### src/rtl/sar_pkg.sv
`timescale 1ns/1ps
package sar_pkg;
  typedef enum logic [1:0] {
    ST_IDLE = 2'd0,
    ST_HOLD = 2'd1,
    ST_RUN  = 2'd2
  } seq_st_e;
endpackage

### src/rtl/sar_sync.sv
`timescale 1ns/1ps
module sar_sync #(
  parameter int          W       = 3,
  parameter logic [W-1:0] RST_VAL = '1
) (
  input  logic         clk_i,
  input  logic         rst_ni,
  input  logic [W-1:0] d_i,
  output logic [W-1:0] q_o
);
  for (genvar g = 0; g < W; g++) begin : g_bit
    logic s1_q, s2_q;
    always_ff @(posedge clk_i or negedge rst_ni) begin
      if (!rst_ni) begin
        s1_q <= RST_VAL[g];
        s2_q <= RST_VAL[g];
      end else begin
        s1_q <= d_i[g];
        s2_q <= s1_q;
      end
    end
    assign q_o[g] = s2_q;
  end
endmodule

### src/rtl/sar_seq.sv
`timescale 1ns/1ps
module sar_seq
  import sar_pkg::*;
#(
  parameter int RES_BITS     = 10,
  parameter int CLKS_PER_BIT = 8
) (
  input  logic                clk_i,
  input  logic                rst_ni,
  input  logic                start_req_i,
  input  logic                cmp_i,
  output logic [RES_BITS-1:0] trial_o,
  output logic [RES_BITS-1:0] result_o,
  output logic                xfer_o
);
  localparam int PH_W = (CLKS_PER_BIT > 1) ? $clog2(CLKS_PER_BIT) : 1;
  localparam logic [PH_W-1:0]     PH_LAST = PH_W'(CLKS_PER_BIT - 1);
  localparam logic [RES_BITS-1:0] MSB_ONE = {1'b1, {(RES_BITS-1){1'b0}}};

  seq_st_e             state_q;
  logic [RES_BITS-1:0] mark_q, sar_q, res_q;
  logic [PH_W-1:0]     phase_q;
  logic                xfer_q;
  logic [RES_BITS-1:0] keep;

  assign keep = cmp_i ? mark_q : '0;

  always_ff @(posedge clk_i or negedge rst_ni) begin
    if (!rst_ni) begin
      state_q <= ST_IDLE;
      mark_q  <= '0;
      sar_q   <= '0;
      res_q   <= '0;
      phase_q <= '0;
      xfer_q  <= 1'b0;
    end else begin
      xfer_q <= 1'b0;
      if (start_req_i) begin
        state_q <= ST_HOLD;
        mark_q  <= '0;
        sar_q   <= '0;
        phase_q <= '0;
      end else begin
        unique case (state_q)
          ST_HOLD: begin
            state_q <= ST_RUN;
            mark_q  <= MSB_ONE;
            phase_q <= '0;
          end
          ST_RUN: begin
            if (phase_q == PH_LAST) begin
              sar_q   <= sar_q | keep;
              mark_q  <= mark_q >> 1;
              phase_q <= '0;
              if (mark_q[0]) begin
                res_q   <= sar_q | keep;
                xfer_q  <= 1'b1;
                state_q <= ST_IDLE;
              end
            end else begin
              phase_q <= phase_q + 1'b1;
            end
          end
          default: state_q <= ST_IDLE;
        endcase
      end
    end
  end

  assign trial_o  = sar_q | mark_q;
  assign result_o = res_q;
  assign xfer_o   = xfer_q;

  p_hold_zero_r1: assert property (@(posedge clk_i) disable iff (!rst_ni)
    start_req_i |=> (trial_o == '0));
  p_onehot_r3: assert property (@(posedge clk_i) disable iff (!rst_ni)
    $onehot0(mark_q));
  p_first_trial_r3: assert property (@(posedge clk_i) disable iff (!rst_ni)
    (state_q == ST_HOLD && !start_req_i) |=> (trial_o == MSB_ONE));
  p_xfer_lsb_r2: assert property (@(posedge clk_i) disable iff (!rst_ni)
    xfer_q |-> ($past(mark_q[0]) && $past(state_q == ST_RUN)));
endmodule

### src/rtl/sar_intr.sv
`timescale 1ns/1ps
module sar_intr #(
  parameter int PULSE = 20
) (
  input  logic clk_i,
  input  logic rst_ni,
  input  logic xfer_i,
  input  logic clr_i,
  input  logic start_i,
  output logic flag_o
);
  localparam int CNT_W = $clog2(PULSE + 1);

  logic [CNT_W-1:0] cnt_q;
  logic             flag_q;
  logic             set_act;

  assign set_act = xfer_i || (cnt_q != '0);

  always_ff @(posedge clk_i or negedge rst_ni) begin
    if (!rst_ni) begin
      cnt_q  <= '0;
      flag_q <= 1'b0;
    end else begin
      if (xfer_i)             cnt_q <= CNT_W'(PULSE - 1);
      else if (cnt_q != '0)   cnt_q <= cnt_q - 1'b1;
      // set has priority over any clear
      if (set_act)                flag_q <= 1'b1;
      else if (clr_i || start_i)  flag_q <= 1'b0;
    end
  end

  assign flag_o = flag_q;

  p_set_wins_r7: assert property (@(posedge clk_i) disable iff (!rst_ni)
    xfer_i |=> flag_q);
  p_clear_src_r6: assert property (@(posedge clk_i) disable iff (!rst_ni)
    $fell(flag_q) |-> $past(clr_i || start_i));
  p_flag_hold_r5: assert property (@(posedge clk_i) disable iff (!rst_ni)
    (flag_q && !clr_i && !start_i) |=> flag_q);
endmodule

### src/rtl/sar_rdout.sv
`timescale 1ns/1ps
module sar_rdout #(
  parameter int RES_BITS = 10,
  parameter int BUS_W    = 8
) (
  input  logic                clk_i,
  input  logic                rst_ni,
  input  logic                sel_i,
  input  logic                rd_i,
  input  logic                start_i,
  input  logic [RES_BITS-1:0] result_i,
  output logic [BUS_W-1:0]    data_o,
  output logic                oe_o
);
  localparam int PAD = 2 * BUS_W - RES_BITS;

  logic [2*BUS_W-1:0] padded;
  logic               ptr_q, rd_q;
  logic [BUS_W-1:0]   sel_byte;

  if (PAD > 0) begin : g_pad
    assign padded = {result_i, {PAD{1'b0}}};
  end else begin : g_nopad
    assign padded = result_i;
  end

  always_ff @(posedge clk_i or negedge rst_ni) begin
    if (!rst_ni) begin
      ptr_q <= 1'b0;
      rd_q  <= 1'b0;
    end else begin
      rd_q <= rd_i;
      if (start_i)                   ptr_q <= 1'b0;
      else if (sel_i && rd_q && !rd_i) ptr_q <= ~ptr_q;
    end
  end

  assign sel_byte = ptr_q ? padded[BUS_W-1:0] : padded[2*BUS_W-1:BUS_W];
  assign oe_o     = sel_i && rd_i;
  assign data_o   = oe_o ? sel_byte : '0;

  p_ptr_start_r9: assert property (@(posedge clk_i) disable iff (!rst_ni)
    start_i |=> !ptr_q);
  p_ptr_stable_r9: assert property (@(posedge clk_i) disable iff (!rst_ni)
    (oe_o && !start_i) |=> $stable(ptr_q));
endmodule

### src/rtl/sar_conv_ctrl.sv
`timescale 1ns/1ps
module sar_conv_ctrl #(
  parameter int RES_BITS     = 10,
  parameter int BUS_W        = 8,
  parameter int CLKS_PER_BIT = 8,
  parameter int INTR_PULSE   = 20
) (
  input  logic                clk_i,
  input  logic                rst_ni,
  input  logic                cs_ni,
  input  logic                wr_ni,
  input  logic                rd_ni,
  input  logic                cmp_i,
  output logic [RES_BITS-1:0] dac_code_o,
  output logic                intr_no,
  output logic [BUS_W-1:0]    data_o,
  output logic                data_oe_o
);
  logic [2:0]          strb_s;
  logic                cs_s, wr_s, rd_s;
  logic                start_req, sel, rd_act;
  logic [RES_BITS-1:0] result;
  logic                xfer, flag;

  sar_sync #(.W(3), .RST_VAL(3'b111)) u_sync (
    .clk_i (clk_i),
    .rst_ni(rst_ni),
    .d_i   ({rd_ni, wr_ni, cs_ni}),
    .q_o   (strb_s)
  );
  assign {rd_s, wr_s, cs_s} = strb_s;

  assign sel       = !cs_s;
  assign rd_act    = !rd_s;
  assign start_req = sel && !wr_s;

  sar_seq #(.RES_BITS(RES_BITS), .CLKS_PER_BIT(CLKS_PER_BIT)) u_seq (
    .clk_i      (clk_i),
    .rst_ni     (rst_ni),
    .start_req_i(start_req),
    .cmp_i      (cmp_i),
    .trial_o    (dac_code_o),
    .result_o   (result),
    .xfer_o     (xfer)
  );

  sar_intr #(.PULSE(INTR_PULSE)) u_intr (
    .clk_i  (clk_i),
    .rst_ni (rst_ni),
    .xfer_i (xfer),
    .clr_i  (sel && rd_act),
    .start_i(start_req),
    .flag_o (flag)
  );

  sar_rdout #(.RES_BITS(RES_BITS), .BUS_W(BUS_W)) u_rdout (
    .clk_i   (clk_i),
    .rst_ni  (rst_ni),
    .sel_i   (sel),
    .rd_i    (rd_act),
    .start_i (start_req),
    .result_i(result),
    .data_o  (data_o),
    .oe_o    (data_oe_o)
  );

  assign intr_no = !flag;

  p_no_intr_in_hold_r1: assert property (@(posedge clk_i) disable iff (!rst_ni)
    (start_req && $past(start_req)) |-> !xfer);
endmodule

### config.mk
export PLATFORM = sky130hd
export DESIGN_NAME = sar_conv_ctrl
export DESIGN_NICKNAME = d
export VERILOG_FILES = /design/src/rtl/sar_pkg.sv /design/src/rtl/sar_sync.sv /design/src/rtl/sar_seq.sv /design/src/rtl/sar_intr.sv /design/src/rtl/sar_rdout.sv /design/src/rtl/sar_conv_ctrl.sv
export SDC_FILE = /design/constraint.sdc
export NUM_CORES = 1
export LEC_CHECK = 0
export BUFFER_PORTS_ARGS = -buffer_cell sky130_fd_sc_hd__buf_2
export CORE_MARGIN = 5
export CORE_UTILIZATION = 50
export CTS_BUF_LIST = sky130_fd_sc_hd__clkbuf_4 sky130_fd_sc_hd__clkbuf_8 sky130_fd_sc_hd__clkbuf_16
export CTS_CLUSTER_DIAMETER = 50
export DETAILED_ROUTE_END_ITERATION = 10
export HOLD_SLACK_MARGIN = 0.03
export PLACE_DENSITY = 0.8
export SLEW_MARGIN = 25
export SYNTH_ARGS = -nofsm -noshare
export SYNTH_HDL_FRONTEND = slang
export SYNTH_SLANG_ARGS = --single-unit
### constraint.sdc
create_clock -name clk_i -period 2.25 [get_ports clk_i]
set_input_delay 0.45 -clock clk_i [delete_from_list [all_inputs] [get_ports clk_i]]
set_output_delay 0.45 -clock clk_i [all_outputs]
set_load 0.01 [all_outputs]
# After elaboration in Yosys (flattened, before gate mapping)

Cells that the tools add are included.

Flip-flop bits (word level): 50
Output and inout bits: 20
Logic and storage cells: 74
Input port bits: 6

Bitwise gates (word level): 4
Multiplexer cells: 26
Eq/ne operators: 5
Add/sub/neg operators: 2
Reductions and logical operators: 21

Operator list:

| kind                | number |
|---|---|
| $mux 10             | 6 |
| $or 10x10->10       | 2 |
| $pmux 10 s2         | 1 |
| $mux 8              | 2 |
| $mux 5              | 2 |
| $reduce_bool 2->1   | 5 |
| $mux 1              | 8 |
| $mux 2              | 3 |
| $mux 3              | 2 |
| $ne 3x1->1 const B  | 2 |
| $pmux 3 s2          | 1 |
| $reduce_and 2->1    | 3 |
| $reduce_bool 5->1   | 1 |
| $sub 5x1->5 const B | 1 |
| $logic_and 1x1->1   | 4 |
| $logic_not 1->1     | 4 |
| $pmux 2 s2          | 1 |
| $reduce_and 4->1    | 1 |
| $add 3x1->3 const B | 1 |
| $eq 3x3->1 const B  | 1 |
| $reduce_bool 3->1   | 1 |
| $eq 2x1->1 const B  | 1 |
| $eq 2x2->1 const B  | 1 |
| $logic_or 1x1->1    | 2 |
| $not 1->1           | 2 |

# Depth between registers and ports, before layout

Gate-level depths: netlist of run 1.

Depth after elaboration: 5
Gate-level depth with buffers: 7
Mapped depth without buffers: 5

# By module

Synthesis of run 1 repeated with hierarchy kept, for this count alone.

Cell total of the unflattened synthesis: 208
Area, all modules: 2297.2 um2

By module, submodules not included:

| module        | instances | cells an instance | seq. area each (um2) | area each (um2) |
|---|---|---|---|---|
| sar_seq       | 1         | 146               | 900.9                | 1631.6 |
| sar_intr      | 1         | 29                | 150.1                | 305.3 |
| sar_sync      | 1         | 9                 | 157.7                | 180.2 |
| sar_rdout     | 1         | 19                | 50.0                 | 161.4 |
| sar_conv_ctrl | 1         | 5                 | 0.0                  | 18.8 |

# Worst setup path after synthesis of run 1

No wires, ideal clock.

Kind: flip-flop to flip-flop
Start point: reg u_seq.phase_q[0]
End point: reg u_seq.mark_q[7]
Setup slack: 494 ps
Period minus slack after synthesis: 1756 ps
Library setup time: 121 ps
Data arrival time: 1635 ps
Data required time: 2129 ps
Path buffers: 2
Cell stages (with the launch flop): 8
Cell sequence: dfrtp_1 -> ha_1 -> ha_1 -> and2b_1 -> and3_1 -> buf_6 -> buf_6 -> a22o_1

Cells in the longest elaborated chain, start to end: 3

RTL lines:

| item                       | line          | text |
|---|---|---|
| start, declared            | sar_seq.sv:22 | `logic [PH_W-1:0] phase_q;` |
| start signal, assigned     | sar_seq.sv:61 | `phase_q <= phase_q + 1'b1;` |
| $eq 3x3->1                 | sar_seq.sv:51 | `if (phase_q == PH_LAST) begin` |
| $ne 3x1->1 (no line)       | --            |  |
| $reduce_and 2->1 (no line) | --            |  |
| end signal, assigned       | sar_seq.sv:53 | `mark_q <= mark_q >> 1;` |
| end, declared              | sar_seq.sv:21 | `logic [RES_BITS-1:0] mark_q, sar_q, res_q;` |

No other way between the ends.
A chain may end at the register's enable or synchronous reset.

# Worst setup path in the final report of run 1

Start point: reg u_rdout.ptr_q
End point: out data_o[5]

Cells in the longest elaborated chain, start to end: 2

RTL lines:

| item                   | line                | text |
|---|---|---|
| start, declared        | sar_rdout.sv:18     | `logic ptr_q, rd_q;` |
| start signal, assigned | sar_rdout.sv:34     | `else if (sel_i && rd_q && !rd_i) ptr_q <= ~ptr_q;` |
| $mux 8                 | sar_rdout.sv:38     | `assign sel_byte = ptr_q ? padded[BUS_W-1:0] : padded[2*BUS_W-1:BUS_W];` |
| $mux 8                 | sar_rdout.sv:40     | `assign data_o = oe_o ? sel_byte : '0;` |
| end, declared          | sar_conv_ctrl.sv:16 | `output logic [BUS_W-1:0] data_o,` |

No other way between the ends.

==> flow_summary.yaml, run 1 <==
synth:
  synthAdderAreaFrac_pct: 1.66
  yosys_register_bits: 50
  synth_fp_nets: 200
  postSynthAreaPerCell_um2: 11.8
  post_synth_inst_count: 191
  post_synth_edffs: 0
  ys_seq_area_share_pct: 55.8
  asyncSetResetFlopFracSynth_pct: 100
  synth-main-ff-cell: "dfrtp_1"
  synth.area.mux_share_pct: 7.82
  syn_area_mm2: 0.00226
  synth_compound_area_share_pct: 14.1
  synth_top_area_cell: "dfrtp_1"
  synth_top_family_by_area: "simple AND/OR/NAND/NOR gates"
  synthDominantCellAreaShare_pct: 48.8
  synth_area_leaders: "dfrtp_1 49%, dfstp_2 7.0%, a22o_1 5.8%"
  synth_simple_gate_area_share_pct: 15.6
  synth_cell_types: 38
  synthXorXnorAreaFrac_pct: 0.776
  ys.warnings.count: 0
clock_tree:
  cts_buffers: 5
  worstSkewPairLatency_ps: 290
  cts_tree: "built"
  clkSlewWorstSetupHoldPaths_ps: 90
  cts_hold_buf: 0
  cts_htree_levels: 2
  post_cts_resize_count: 0
  number_of_buffers_between_clock_root_and_the_deepest_sink: 2
  library_cell_used_as_clock_root_buffer: "clkbuf_8"
  clock_sinks: 50
  post-cts-setup-buffer-count: 0
placement:
  post_dp_cell_area_mm2: 0.00241
  cell_count_after_placement: 262
  routability_congestion: 0.854
  dpl.hpwl_mm: 2.97
  port_buffers: 25
cells_and_area:
  final_area_mm2: 0.00256
  layout.cells.non_filler: 270
  post-route-util_pct: 58.7
  design.final.nets: 226
  area_delta_synth_final_pct: 13.3
  layout.filler_cells: 362
  mostFrequentLayoutCells: "44 x dfrtp_1, 25 x buf_2, 15 x a22o_1"
  num_antenna_cells: 0
  drive_gt1_share_pct: 29.8
  layout.cells.most_common: "dfrtp_1"
power:
  p_total_mw: 1.80
  irDropWorstVdd_uv: 521
  cellLeakagePower_nw: 1.36
  total_power_per_unit_cell_area_mw_per_mm2: 706
floorplan:
  die_area_mm2: 0.00596
  floorplan.die.width_um: 77.2
  initial_utilization_pct: 51.8
  die_height_um: 77.2
  floorplan_row_count: 24
  io_pins: 26
  core_mm2: 0.00435
timing:
  timing.max_slew.rel_slack_pct: 59.2
  timing.final.setup_violations: 0
  rsz0062_at_grt: "false"
  skew_ps: 2.77
  maximum_clock_rate_mhz: 530
  finalMaxSlewViolations: 0
  hold_viol_final: 0
  worst-slew-pin-transition_ps: 612
  fin_crit_ps: 1890
  final.period_utilization_pct: 83.8
  setup_tns_ps: 0
critical_path:
  required_ps: 1800
  top_fanout_value_on_the_critical_path: 6
  sort_of_element_at_the_end_of_the_critical_path: "primary output"
  setup.worst_path.class: "reg -> out"
  crit_chain: "nor3_2 > and2_1 > buf_2"
  worst_ep_arrival_time_ps: 1440
  worst_path_largest_cell_delay_ps: 460
  cp-start-kind: "flop"
  timing.critical_path.slowest_stage_cell: "dfrtp_1"
  r2r_slack_ps: 400
route:
  wl_mm: 4.25
  vias_per_cell: 5.62
  vias: 1517
  drtIter0Drc: 131
  number_of_detailed_routing_iterations_run_before_antenna_repair: 4
  post_drt_wl_per_cell_um: 15.7
  post-route-drc-count: 0
  drtAntennaViolNets: 0
grt:
  combined_global_route_utilization_of_all_metal_layers_pct: 15.4
  antenna_found_initial: 0
  grt_max_degree: 51
  via_count_of_the_first_global_routing_pass: 1510
  globalRouteOverflowTotal: 0
  grt_pass1_wl_mm: 7.44
flow_run:
  max_cap_viol_count: 0
worst_hold_path:
  hold_class: "in -> async"
run_status:
  run_status: "completed"
-- kinds of logic after synthesis --
logic type,count (synthesis)
and+or+nand+nor,61
DFF,50
AOI/OAI and AO/OA,43
buffers and inverters,18
muxes,14
adders and majority gates,3
xor gates and xnor gates,2
-- registers in the layout (all words and copies together) (netlist names) --
register,flops
u_rdout.ptr_q,1
u_seq.xfer_o,1
u_rdout.rd_q,1
u_sync.g_bit.s1_q,3
u_seq.phase_q,3
u_seq.result_o,10
u_seq.mark_q,10
u_intr.cnt_q,5
u_sync.g_bit.s2_q,3
u_intr.flag_o,1
u_seq.sar_q,10
u_seq.state_q,2
-- final timing paths --
check,from,end,cells past startpoint
max in group asynchronous,rst_ni,u_seq.mark_q[7]$_DFFE_PN0P_,2
setup reg to reg,u_sync.g_bit[0].s2_q$_DFF_PN1_,u_seq.result_o[1]$_DFFE_PN0P_,5
min in group clk_i,rd_ni,u_sync.g_bit[2].s1_q$_DFF_PN1_,1
hold / removal,rst_ni,u_seq.result_o[6]$_DFFE_PN0P_,2
setup / recovery,u_rdout.ptr_q$_DFFE_PN0P_,data_o[5],3
hold reg to reg,u_sync.g_bit[2].s1_q$_DFF_PN1_,u_sync.g_bit[2].s2_q$_DFF_PN1_,0
-- through the flow --
stage	setup slack [ps]	hold WS (ps)
2_1_floorplan	494	154
3_3_place_gp	458	346
3_5_place_dp	425	347
4_1_cts	117	234
5_1_grt	232	224
6_report	363	242
-- layer usage --
metal,up-vias,wire length [µm],track usage (%)
li1,722,-,-
met1,755,1950,21.8
met2,36,2020,23.2
met3,4,234,4.10
met4,0,36,4.47
met5,-,0,0
-- power by group --
group	internal [mW]	switching [mW]	leakage, nW
logic	0.0402	0.0681	0.629
clock network	0.474	0.282	0.0714
registers	0.922	0.0186	0.660
total	1.44	0.369	1.36
-- cell usage after synthesis (2+ instances only) --
cell type,instances
a21oi_1,7
mux2_4,7
nand2_1,7
inv_1,8
dfstp_2,6
nand2b_1,5
and2_1,7
a31oi_1,3
ha_1,3
mux2i_1,6
clkbuf_1,5
xnor2_1,2
a21o_1,9
or4b_1,2
nor3_1,4
or2_2,10
dfrtp_1,44
o21ai_0,3
nor2b_1,2
nand3_1,8
a22o_1,15
buf_6,3
nor2_1,9
and2b_1,2
-- layout make-up --
cell class / count / area [µm²] / area share (%)
flip-flops and latches: 50 / 1260 / 49.2
multi-input cells: 123 / 908 / 35.5
repair buffers: 28 / 148 / 5.78
clock buffers: 6 / 82.6 / 3.23
well taps: 52 / 65.1 / 2.55
clock inverters: 2 / 60.1 / 2.35
inverters: 9 / 33.8 / 1.32
-- critical path: cells and delay by family (launching register included) --
family	cells	cell delay, ps
simple gates	2	570
buf+inv	1	130
flops	1	460
(Power assumes the default switching activity.)
==> run 2, diff against run 1 <==
--- a/config.mk
+++ b/config.mk
@@ -5,6 +5,7 @@
 export SDC_FILE = /design/constraint.sdc
 export NUM_CORES = 1
 export LEC_CHECK = 0
+export ABC_AREA = 1
 export BUFFER_PORTS_ARGS = -buffer_cell sky130_fd_sc_hd__buf_2
 export CORE_MARGIN = 5
 export CORE_UTILIZATION = 50
==> constraint.sdc (replaced) <==
create_clock -name clk_i -period 1.82 [get_ports clk_i]
set_input_delay 0.364 -clock clk_i [delete_from_list [all_inputs] [get_ports clk_i]]
set_output_delay 0.364 -clock clk_i [all_outputs]
set_load 0.01 [all_outputs]
==> flow_summary.yaml, run 2 <==
run_status:
  run_status: "completed"
cells_and_area:
  final_area_mm2: 0.00245
  post-route-util_pct: 60.0
  num_antenna_cells: 0
  layout.cells.most_common: "nand2_1"
  area_delta_synth_final_pct: 13.8
  layout.filler_cells: 353
  mostFrequentLayoutCells: "80 x nand2_1, 44 x dfrtp_1, 25 x buf_2"
  drive_gt1_share_pct: 23.9
  design.final.nets: 280
synth:
  ys_seq_area_share_pct: 58.5
  yosys_register_bits: 50
  synth.top_cells.by_count: "80 x nand2_1, 44 x dfrtp_1, 23 x a21oi_1"
  asyncSetResetFlopFracSynth_pct: 100
  synth_area_leaders: "dfrtp_1 51%, nand2_1 14%, dfstp_2 7.3%"
  post_synth_inst_count: 239
  ys.warnings.count: 0
  synth-main-ff-cell: "dfrtp_1"
  syn_area_mm2: 0.00215
  synth_fp_nets: 248
  synth_top_area_cell: "dfrtp_1"
  post_synth_edffs: 0
  postSynthAreaPerCell_um2: 9.00
  synth_cell_types: 21
  yosys.cell_count.top_type: "nand2_1"
  synthDominantCellAreaShare_pct: 51.2
floorplan:
  floorplan.die.width_um: 75.6
  floorplan_row_count: 23
  core_mm2: 0.00409
  io_pins: 26
  die_height_um: 75.6
  die_area_mm2: 0.00572
  initial_utilization_pct: 52.7
timing:
  worst-slew-pin-transition_ps: 396
  timing.final.setup_violations: 0
  hold_viol_final: 0
  maximum_clock_rate_mhz: 595
  finalMaxSlewViolations: 0
  hold_slack_ps: 158
  rsz0062_at_grt: "false"
  skew_ps: 7.11
  fin_crit_ps: 1680
  final.period_utilization_pct: 92.4
  timing.max_slew.rel_slack_pct: 73.5
  setup_tns_ps: 0
grt:
  grt_pass1_wl_mm: 6.93
  globalRouteOverflowTotal: 0
  grt_max_degree: 22
  antenna_found_initial: 0
  combined_global_route_utilization_of_all_metal_layers_pct: 16.2
  via_count_of_the_first_global_routing_pass: 1630
route:
  wl_mm: 4.07
  vias_per_cell: 5.09
  post-route-drc-count: 0
  met1_length_mm: 1.78
  drtAntennaViolNets: 0
  routed-wl-met2_mm: 2.05
  top_layer: "met4"
  number_of_detailed_routing_iterations_run_before_antenna_repair: 5
  post_drt_wl_per_cell_um: 12.6
  wire_length_on_met3_um: 168
  drtIter0Drc: 134
  vias: 1638
critical_path:
  regToRegEndpoint: "u_seq.result_o[5]$_DFFE_PN0P_"
  cp-start-kind: "flop"
  sort_of_element_at_the_end_of_the_critical_path: "primary output"
  setup.worst_path.class: "reg -> out"
  rr_startpoint: "u_seq.phase_q[0]$_DFFE_PN0P_"
  timing.reg2reg.worst_path_depth: 7
  worstPathBufferInverterCount: 2
  worst_ep_arrival_time_ps: 1320
  required_ps: 1460
  timing.critical_path.slowest_stage_cell: "dfstp_2"
  r2r_slack_ps: 170
  crit_chain: "nor2_1 > clkinv_2 > a21oi_1 > buf_2"
  top_fanout_value_on_the_critical_path: 9
  worst_path_largest_cell_delay_ps: 380
  cp_top_family: "flip-flops"
clock_tree:
  worstSkewPairLatency_ps: 300
  number_of_buffers_between_clock_root_and_the_deepest_sink: 2
  cts_buffers: 5
  cts_htree_levels: 2
  clock_sinks: 50
  clkSlewWorstSetupHoldPaths_ps: 80
  library_cell_used_as_clock_root_buffer: "clkbuf_8"
  post-cts-setup-buffer-count: 0
  cts_tree: "built"
worst_hold_path:
  timing.hold.worst_endpoint: "u_sync.g_bit[0].s1_q$_DFF_PN1_"
  hp-start: "cs_ni"
  hold_path_depth: 1
  hold_class: "in -> reg"
power:
  combPwrFrac_pct: 8.7
  p_total_mw: 2.12
  irDropWorstVdd_uv: 408
  netSwitchingPower_uw: 479
  cellLeakagePower_nw: 1.38
  p_int_mw: 1.64
  seq_power_share_pct: 54.9
  total_power_per_unit_cell_area_mw_per_mm2: 867
  switching_share_pct: 22.6
  clock_power_share_pct: 36.4
flow_run:
  max_cap_viol_count: 0
placement:
  dpl.hpwl_mm: 3.01
  port_buffers: 25
  routability_congestion: 0.802
  post_dp_cell_area_mm2: 0.00232
==> run 2: worst register-to-register path, stage by stage (launching register included) <==
cell and delay (ps):
dfrtp_1 390, ha_1 200, ha_1 250, nand2_1 120, inv_1 50, nand2_2 310, nand2_1 140, o21ai_1 110
==> run 2: worst max-delay path by stage <==
stage / from / to / slack [ps] / depth (start not counted)
3_5_place_dp: u_seq.phase_q[0]$_DFFE_PN0P_ / u_seq.result_o[9]$_DFFE_PN0P_ / 250 / 7
2_1_floorplan: u_sync.g_bit[0].s2_q$_DFF_PN1_ / data_o[6] / 390 / 3
3_3_place_gp: u_seq.phase_q[0]$_DFFE_PN0P_ / u_seq.result_o[3]$_DFFE_PN0P_ / 320 / 7
6_report: u_sync.g_bit[0].s2_q$_DFF_PN1_ / data_o[6] / 140 / 4
5_1_grt: u_sync.g_bit[0].s2_q$_DFF_PN1_ / data_o[0] / 20 / 4
4_1_cts: u_rdout.ptr_q$_DFFE_PN0P_ / data_o[6] / 120 / 4
==> run 2: cell families after synthesis <==
family | Yosys count | share of synthesized area, %
adders and majority gates | 3 | 1.74
buffers and inverters | 26 | 5.76
and+or+nand+nor | 125 | 25.0
AOI/OAI and AO/OA | 34 | 8.60
DFF | 50 | 58.5
xor gates and xnor gates | 1 | 0.407
==> run 2: through the flow <==
stage | setup slack, ps | instances
finish | 138 | 322
global route | 23.3 | 322
CTS | 116 | 322
global placement | 319 | 313
floorplan | 393 | 239
detailed placement | 247 | 313
==> run 2: timing repair <==
item                                   CTS  global route
gates resized for setup                  1             0
setup endpoints to repair                1             0
endpoints found under the hold margin   13             0
hold buffers                             1             0
==> run 2: metal layers <==
layer / GRT usage, % / vias up
met4: 6.21 / 0
met1: 20.1 / 790
li1: - / 817
met5: 0 / -
met2: 27.4 / 25
met3: 4.09 / 6
==> run 2: final cells by class <==
class,instances,area [µm²],area share (%)
clock inverter,1,30.0,1.23
sequential,50,1260,51.4
clock buffer,7,83.8,3.42
timing repair buffer,30,165,6.74
multi-input combinational,163,769,31.4
tap,50,62.6,2.55
inverter,21,80.1,3.27
==> run 2: power by group through the flow <==
stage          logic [mW]  clock network (mW)  registers, mW
4_1_cts             0.189               0.793           1.17
6_report            0.184               0.773           1.17
3_3_place_gp        0.178                   0           1.19
2_1_floorplan       0.110                   0           1.18
5_1_grt             0.213               0.842           1.17
3_5_place_dp        0.184                   0           1.19
==> run 3, diff against run 2 <==
--- a/config.mk
+++ b/config.mk
@@ -8,12 +8,12 @@
 export ABC_AREA = 1
 export BUFFER_PORTS_ARGS = -buffer_cell sky130_fd_sc_hd__buf_2
 export CORE_MARGIN = 5
-export CORE_UTILIZATION = 50
+export CORE_UTILIZATION = 57
 export CTS_BUF_LIST = sky130_fd_sc_hd__clkbuf_4 sky130_fd_sc_hd__clkbuf_8 sky130_fd_sc_hd__clkbuf_16
 export CTS_CLUSTER_DIAMETER = 50
 export DETAILED_ROUTE_END_ITERATION = 10
 export HOLD_SLACK_MARGIN = 0.03
-export PLACE_DENSITY = 0.8
+export PLACE_DENSITY = 0.88
 export SLEW_MARGIN = 25
 export SYNTH_ARGS = -nofsm -noshare
 export SYNTH_HDL_FRONTEND = slang
==> flow_summary.yaml, run 3 (synthesized netlist as in run 2, its figures left out) <==
power:
  cellLeakagePower_nw: 1.38
  total_power_per_unit_cell_area_mw_per_mm2: 870
  irDropWorstVdd_uv: 788
critical_path:
  worstPathBufferInverterCount: 2
  rr_startpoint: "u_seq.phase_q[0]$_DFFE_PN0P_"
  required_ps: 1460
  timing.reg2reg.worst_path_depth: 7
  setup.worst_path.class: "reg -> out"
  timing.critical_path.slowest_stage_cell: "dfrtp_1"
  worst_ep_arrival_time_ps: 1290
  top_fanout_value_on_the_critical_path: 8
  sort_of_element_at_the_end_of_the_critical_path: "primary output"
  r2r_slack_ps: 240
  worst_path_largest_cell_delay_ps: 440
  cp_top_family: "flip-flops"
  crit_chain: "inv_1 > nand2_1 > a21oi_1 > buf_2"
  regToRegEndpoint: "u_seq.result_o[9]$_DFFE_PN0P_"
  timing.critical_path.from: "u_rdout.ptr_q$_DFFE_PN0P_"
  cp-start-kind: "flop"
clock_tree:
  clkSlewWorstSetupHoldPaths_ps: 80
  cts_tree: "built"
  cts_buffers: 5
  library_cell_used_as_clock_root_buffer: "clkbuf_8"
  worstSkewPairLatency_ps: 300
  clock_sinks: 50
  cts_htree_levels: 2
  post-cts-setup-buffer-count: 0
  number_of_buffers_between_clock_root_and_the_deepest_sink: 2
floorplan:
  die_area_mm2: 0.00510
  core_mm2: 0.00366
  initial_utilization_pct: 58.8
  io_pins: 26
  floorplan_row_count: 22
  die_height_um: 71.4
  floorplan.die.width_um: 71.4
cells_and_area:
  area_delta_synth_final_pct: 13.5
  num_antenna_cells: 0
  final_area_mm2: 0.00244
  post-route-util_pct: 66.7
  layout.cells.most_common: "nand2_1"
  mostFrequentLayoutCells: "80 x nand2_1, 44 x dfrtp_1, 25 x buf_2"
  drive_gt1_share_pct: 23.3
  design.final.nets: 278
placement:
  post_dp_cell_area_mm2: 0.00232
  port_buffers: 25
  dp_slack_ps: 266
  routability_congestion: 0.838
  dpl.hpwl_mm: 2.88
timing:
  worst-slew-pin-transition_ps: 434
  fin_ws_ps: 167
  skew_ps: 4.32
  timing.max_slew.rel_slack_pct: 71.1
  rsz0062_at_grt: "false"
  timing.final.setup_violations: 0
  fin_crit_ps: 1650
  maximum_clock_rate_mhz: 605
  finalMaxSlewViolations: 0
  final.period_utilization_pct: 90.8
  hold_viol_final: 0
  setup_tns_ps: 0
grt:
  combined_global_route_utilization_of_all_metal_layers_pct: 17.2
  via_count_of_the_first_global_routing_pass: 1552
  antenna_found_initial: 0
  grt_max_degree: 33
  globalRouteOverflowTotal: 0
  grt_pass1_wl_mm: 6.84
worst_hold_path:
  timing.hold.worst_endpoint: "u_sync.g_bit[1].s1_q$_DFF_PN1_"
  hold_class: "in -> reg"
  hold_path_depth: 1
  hp-start: "wr_ni"
route:
  post-route-drc-count: 0
  post_drt_wl_per_cell_um: 12.5
  number_of_detailed_routing_iterations_run_before_antenna_repair: 4
  vias: 1621
  wl_mm: 3.98
  drtAntennaViolNets: 0
  drtIter0Drc: 116
  vias_per_cell: 5.10
run_status:
  run_status: "completed"
flow_run:
  max_cap_viol_count: 0
[run 3: cell types whose count changed in the layout (fill, tap and decap cells not counted), sizes merged]
cell    delta
inv        +1
clkinv     -1
buf        -2
[run 3: worst max path at each step]
stage	end	cells past startpoint
floorplan	data_o[6]	3
global placement	u_seq.result_o[3]$_DFFE_PN0P_	7
detailed placement	u_seq.result_o[1]$_DFFE_PN0P_	7
CTS	data_o[6]	4
global route	data_o[7]	4
finish	data_o[7]	4
[run 3: final cells by class]
| class | instances | area, µm² |
|---|---|---|
| clock buffers | 7 | 83.8 |
| clock inverters | 1 | 30.0 |
| fillers | 303 | 1220 |
| inverters | 21 | 78.8 |
| multi-input cells | 163 | 769 |
| flip-flops and latches | 50 | 1260 |
| well taps | 48 | 60.1 |
| repair buffers | 28 | 163 |
[run 3: per-layer routing]
| layer | track usage [%] | part of all wire, % | up-vias |
|---|---|---|---|
| met5 | 0 | 0 | - |
| met4 | 8.56 | 1.9 | 0 |
| met3 | 3.79 | 4.1 | 5 |
| met2 | 28.4 | 48 | 28 |
| met1 | 21.3 | 46 | 769 |
| li1 | - | - | 819 |
[run 3: timing repair]
action / in CTS / in global routing
gates resized for setup: 0 / 1
endpoints found under the hold margin: 13 / 0
endpoints found under the setup margin: 0 / 8
hold buffers: 1 / 0
[run 3: through the flow]
| step | total power [mW] | cells | hold slack, ps |
|---|---|---|---|
| final | 2.13 | 318 | 161 |
| after global routing | 2.23 | 318 | 137 |
| after CTS | 2.15 | 318 | 149 |
| after detailed placement | 1.37 | 309 | 327 |
| after global placement | 1.36 | 309 | 327 |
| after floorplan | 1.29 | 239 | 68.4 |
[run 3: worst reg2reg max path, cell delays in order (launching register included)]
cell	delay, ps
dfrtp_1	400
ha_1	210
ha_1	250
nand2_1	120
inv_1	50
nand2_2	300
nand2_1	120
o21ai_2	70
[run 3: power breakdown]
part | total (mW) | switching, mW | internal (mW)
Clock | 0.776 | 0.335 | 0.441
Combinational | 0.184 | 0.123 | 0.0603
Sequential | 1.17 | 0.0221 | 1.14
Total | 2.13 | 0.481 | 1.65
